**src/rtl/pcpwm_timer.sv**
```systemverilog
module pcpwm_timer #(
  parameter int W = 8
) (
  input  logic         clk,
  input  logic         rst,
  input  logic         en,
  input  logic [2:0]   clk_sel,
  input  logic [W-1:0] cmp_in,
  input  logic         inv,
  input  logic         ovf_clr,
  input  logic         cmp_clr,
  output logic         pwm_out,
  output logic [W-1:0] count,
  output logic         ovf_flag,
  output logic         cmp_flag
);
  localparam int PW = 10;
  localparam logic [W-1:0] TOP = '1;
  localparam logic [W-1:0] BOT = '0;

  logic [PW-1:0] pre_cnt, pre_lim;
  logic [2:0]    sel_q;
  logic          tick;

  always_comb begin
    case (clk_sel)
      3'd2:    pre_lim = PW'(7);
      3'd3:    pre_lim = PW'(31);
      3'd4:    pre_lim = PW'(63);
      3'd5:    pre_lim = PW'(127);
      3'd6:    pre_lim = PW'(255);
      3'd7:    pre_lim = PW'(1023);
      default: pre_lim = '0;
    endcase
  end

  assign tick = en && (clk_sel != 3'd0) && (clk_sel == sel_q) && (pre_cnt == pre_lim);

  always_ff @(posedge clk) begin
    if (rst) begin
      pre_cnt <= '0;
      sel_q   <= 3'd0;
    end else begin
      sel_q <= clk_sel;
      if (clk_sel != sel_q || tick)
        pre_cnt <= '0;
      else if (en && clk_sel != 3'd0)
        pre_cnt <= pre_cnt + 1'b1;
    end
  end

  logic         up, lvl, lvl_nx;
  logic [W-1:0] cnt, cnt_nx, ocr, ocr_nx;

  assign cnt_nx = up ? cnt + 1'b1 : cnt - 1'b1;
  assign ocr_nx = (cnt_nx == TOP) ? cmp_in : ocr;

  always_comb begin
    if (ocr_nx == BOT)         lvl_nx = 1'b0;
    else if (ocr_nx == TOP)    lvl_nx = 1'b1;
    else if (cnt_nx == TOP)    lvl_nx = 1'b0;
    else if (cnt_nx == ocr_nx) lvl_nx = !up;
    else                       lvl_nx = lvl;
  end

  always_ff @(posedge clk) begin
    if (rst) begin
      cnt      <= BOT;
      up       <= 1'b1;
      ocr      <= BOT;
      lvl      <= 1'b0;
      ovf_flag <= 1'b0;
      cmp_flag <= 1'b0;
    end else begin
      if (tick) begin
        cnt <= cnt_nx;
        ocr <= ocr_nx;
        lvl <= lvl_nx;
        if (cnt_nx == TOP)      up <= 1'b0;
        else if (cnt_nx == BOT) up <= 1'b1;
      end
      if (tick && cnt_nx == BOT) ovf_flag <= 1'b1;
      else if (ovf_clr)          ovf_flag <= 1'b0;
      if (tick && cnt_nx == ocr_nx) cmp_flag <= 1'b1;
      else if (cmp_clr)             cmp_flag <= 1'b0;
    end
  end

  assign pwm_out = lvl ^ inv;
  assign count   = cnt;

  a_r3_unit_step: assert property (@(posedge clk) disable iff (rst)
    tick |=> (cnt == $past(cnt) + 1'b1) || (cnt == $past(cnt) - 1'b1));
  a_r2_frozen_hold: assert property (@(posedge clk) disable iff (rst)
    !tick |=> $stable(cnt));
  a_r3_turn_at_top: assert property (@(posedge clk) disable iff (rst)
    (cnt == TOP) |-> !up);
  a_r3_turn_at_bottom: assert property (@(posedge clk) disable iff (rst)
    (cnt == BOT) |-> up);
  a_r5_bottom_low: assert property (@(posedge clk) disable iff (rst)
    (ocr == BOT) |-> !lvl);
  a_r5_top_high: assert property (@(posedge clk) disable iff (rst)
    (ocr == TOP) |-> lvl);
  a_r7_load_at_top: assert property (@(posedge clk) disable iff (rst)
    !$stable(ocr) |-> (cnt == TOP));
  a_r8_ovf_at_bottom: assert property (@(posedge clk) disable iff (rst)
    $rose(ovf_flag) |-> (cnt == BOT));
endmodule

```
**config.mk**
```make
export PLATFORM = sky130hd
export DESIGN_NAME = pcpwm_timer
export DESIGN_NICKNAME = d
export VERILOG_FILES = /design/src/rtl/pcpwm_timer.sv
export SDC_FILE = /design/constraint.sdc
export NUM_CORES = 1
export LEC_CHECK = 0
export BUFFER_PORTS_ARGS = -buffer_cell sky130_fd_sc_hd__buf_4
export CORE_MARGIN = 4
export CORE_UTILIZATION = 30
export CTS_CLUSTER_DIAMETER = 50
export DETAILED_ROUTE_END_ITERATION = 8
export GPL_ROUTABILITY_DRIVEN = 0
export PLACE_DENSITY_LB_ADDON = 0.12
export SYNTH_ARGS = -nofsm -noshare
export SYNTH_HDL_FRONTEND = slang
export SYNTH_SLANG_ARGS = --single-unit
```
**constraint.sdc**
```tcl
create_clock -name clk -period 6.15 [get_ports clk]
set_clock_uncertainty 0.1 [all_clocks]
set_input_delay 0.615 -clock clk [delete_from_list [all_inputs] [get_ports clk]]
set_output_delay 0.615 -clock clk [all_outputs]
set_load 0.01 [all_outputs]
```
==> flow_metrics.env <==
export IMPL_status="completed"
export IMPL_grt_max_degree=25
export IMPL_cts_sinks=33
export IMPL_cts_path_max_buffers=2
export IMPL_cts_resized=0
export IMPL_initial_core_util_pct=31.35
export IMPL_hold_viol=0
export IMPL_r2r_end="lvl"
export IMPL_setup_violations=0
export IMPL_drc=0
export IMPL_cts_tree="done"
export IMPL_wirelength_mm=5.348
export IMPL_dp_hpwl_mm=3.999
export IMPL_rows=31
export IMPL_yosys_warnings=0
export IMPL_startpoint="count[0]"
export IMPL_nNetsFinal=309
export IMPL_die_area_um2=9126
export IMPL_cp_cell_sequence="inv_1, fa_1, xnor2_1, nand2_1, nor3b_1, nand4bb_4, nor2_4, mux2_1, o211ai_1, o21ai_0, a211oi_1"
export IMPL_grtUsageMet2_pct=20.15
export IMPL_syn_area_per_cell_um2=8.909
export IMPL_period_minus_slack_ps=3632
export IMPL_reg2reg_from="count[0]"
export IMPL_design_core_area_um2=7331
export IMPL_end_kind="flip-flop"
export IMPL_numCtsBuffers=5
export IMPL_ys_seq_area_share_pct=28.74
export IMPL_antenna_found_initial=0
export IMPL_syn_inst=258
export IMPL_synth_edf_count=0
export IMPL_path_delay_family="simple AND/OR/NAND/NOR gates"
export IMPL_clk_latency_ps=280
export IMPL_initialDrtViolationCount=79
export IMPL_cp_num_buf_inv=1
export IMPL_synth_top_area_share_pct=28.74
export IMPL_vdd_drop_max_uv=82.01
export IMPL_crit_path_max_fanout=7
export IMPL_worstHoldStart="ovf_flag"
export IMPL_whs_endpoint="ovf_flag"
export IMPL_overflow=0
export IMPL_ys_types=56
export IMPL_reg2reg_slack_ps=2520
export IMPL_drive_above_1_share_pct=18.73
export IMPL_cts_root_buffer="clkbuf_8"
export IMPL_cts_setup_buffers=0
export IMPL_maxSlewHeadroom_pct=30.30
export IMPL_final_cell_area_um2=2691
export IMPL_grt_busiest_layer="met2"
export IMPL_p_per_area_nw_per_um2=171.5
export IMPL_numPortBuffers=27
export IMPL_syn_area_um2=2298
export IMPL_crit_type="flip-flop to flip-flop"
export IMPL_cts_hold_buf=0
export IMPL_synth_fp_nets=285
export IMPL_fillers=781
export IMPL_r2r_cells=11
export IMPL_min_path_cells=2
export IMPL_final_antenna_net_count=0
export IMPL_use_met3_pct=3.236
export IMPL_antennaDiodeCount=0
export IMPL_ios=28
export IMPL_placed_area_um2=2575
export IMPL_first_pass_iters=4
export IMPL_synth_async_sr_flop_share_pct=0
export IMPL_fin_setup_tns_ps=0
export IMPL_die_w_um=95.53
export IMPL_htreeDepth=2
export IMPL_leakagePower_nw=0.9613
export IMPL_worst_slew_pin_slew_ps=1038
export IMPL_max_cap_violations=0
export IMPL_yosysMostFrequentCell="nor2_1"
export IMPL_hp_class="flip-flop to flip-flop"
export IMPL_report_final_slew_viol_count=0
export IMPL_synth_seq_cells=33
export IMPL_use_met1_pct=16.48
export IMPL_crit_arrival_ps=3740
export IMPL_post_drt_wl_per_cell_um=14.00
export IMPL_vias=1908
export IMPL_rsz0062_at_grt="no"
export IMPL_crit_required_ps=6250
export IMPL_slowest_stage="dfxtp_1"
export IMPL_critical_path_startpoint_type="flip-flop"
export IMPL_via_per_inst=4.995
export IMPL_ys_top_cells_by_area="dfxtp_1, mux2i_1, nor2_1"
export IMPL_synth_flop_cell="dfxtp_1"
export IMPL_die_y_um=95.53
export IMPL_ys_top_cells_by_count="nor2_1, dfxtp_1, mux2i_1, nand2_1, xnor2_1"
export IMPL_max_stage_delay_ps=550
export IMPL_grt_total_usage_pct=12.60
export IMPL_areaGrowthSynthToFinish_pct=17.09
export IMPL_grt_pass1_wl_mm=8.901
export IMPL_period_share_pct=59.06
export IMPL_grt_pass1_vias=1813
export IMPL_holdWs_ps=373.0
export IMPL_synth_top_cell_by_area="dfxtp_1"
export IMPL_fmax_mhz=275.3
export IMPL_clk_pin_slew_ps=70
## layout make-up
class / instances / area [um^2] / share of cell area (%)
Tap cell: 99 / 123.9 / 4.603
Sequential cell: 33 / 660.6 / 24.55
Timing Repair Buffer: 27 / 202.7 / 7.531
Clock buffer: 7 / 86.33 / 3.208
Inverter: 7 / 26.28 / 0.9763
Multi-Input combinational cell: 208 / 1562 / 58.02
Clock inverter: 1 / 30.03 / 1.116
## registers in the layout, summed over array words and instances (netlist names)
signal    count
cmp_flag      1
count         8
lvl           1
ocr           8
ovf_flag      1
pre_cnt      10
sel_q         3
up            1
## routing by layer
metal | part of all wire [%] | vias to the layer above
li1 | - | 966
met1 | 49 | 903
met2 | 45 | 35
met3 | 5.3 | 4
met4 | 0.79 | 0
met5 | 0 | -
## cells by family (layout without fill, tap and decap cells)
family,count (synthesis),in the layout,share of synthesized area (%)
adder cells (fa/ha/maj),10,10,5.770
XOR/XNOR,25,25,10.18
flip-flops,33,33,28.74
buffers and inverters,17,42,3.321
AO/OA/AOI/OAI,47,47,16.93
multiplexers,22,22,10.02
AND/OR/NAND/NOR,104,104,25.04
## cell usage in the layout, fill, tap and decap left out, types with 6 or more instances in the layout
cell type,synthesis,final
inv_1,7,7
nand2_1,13,13
nand3_1,6,6
mux2i_1,17,17
dfxtp_1,33,33
a21oi_1,9,9
ha_1,9,9
xnor2_1,13,13
clkbuf_8,0,6
nor2b_1,8,8
nor2_1,39,39
xor2_1,10,10
buf_4,0,27
nand4_1,11,11
o21ai_0,9,9
## worst max-delay path by stage
stage | cells past startpoint | slack [ps] | end
CTS | 11 | 2500 | lvl
floorplan | 12 | 2960 | cmp_flag
global route | 11 | 2200 | lvl
detailed placement | 11 | 2570 | lvl
finish | 11 | 2520 | lvl
global placement | 11 | 2490 | lvl
## metrics by stage
stage	utilization (%)	setup WS [ps]	instances	total power [mW]
CTS	36.71	2503	382	0.4731
global placement	35.13	2493	374	0.2507
finish	36.71	2518	382	0.4616
global route	36.71	2196	382	0.4840
detailed placement	35.13	2569	374	0.2503
floorplan	-	2965	258	0.2362
## tightest hold or removal path: cells and delay by family, from the launching register on
family | cells | cell delay (ps)
flip-flops | 1 | 310
AND/OR/NAND/NOR | 1 | 60
AO/OA/AOI/OAI | 1 | 50
## where the power goes
part	internal, mW	switching [mW]
clock network	0.132	0.0847
logic	0.0139	0.0152
registers	0.215	0.000796
total	0.361	0.101
Note: power is estimated with default switching activity, not from simulation.
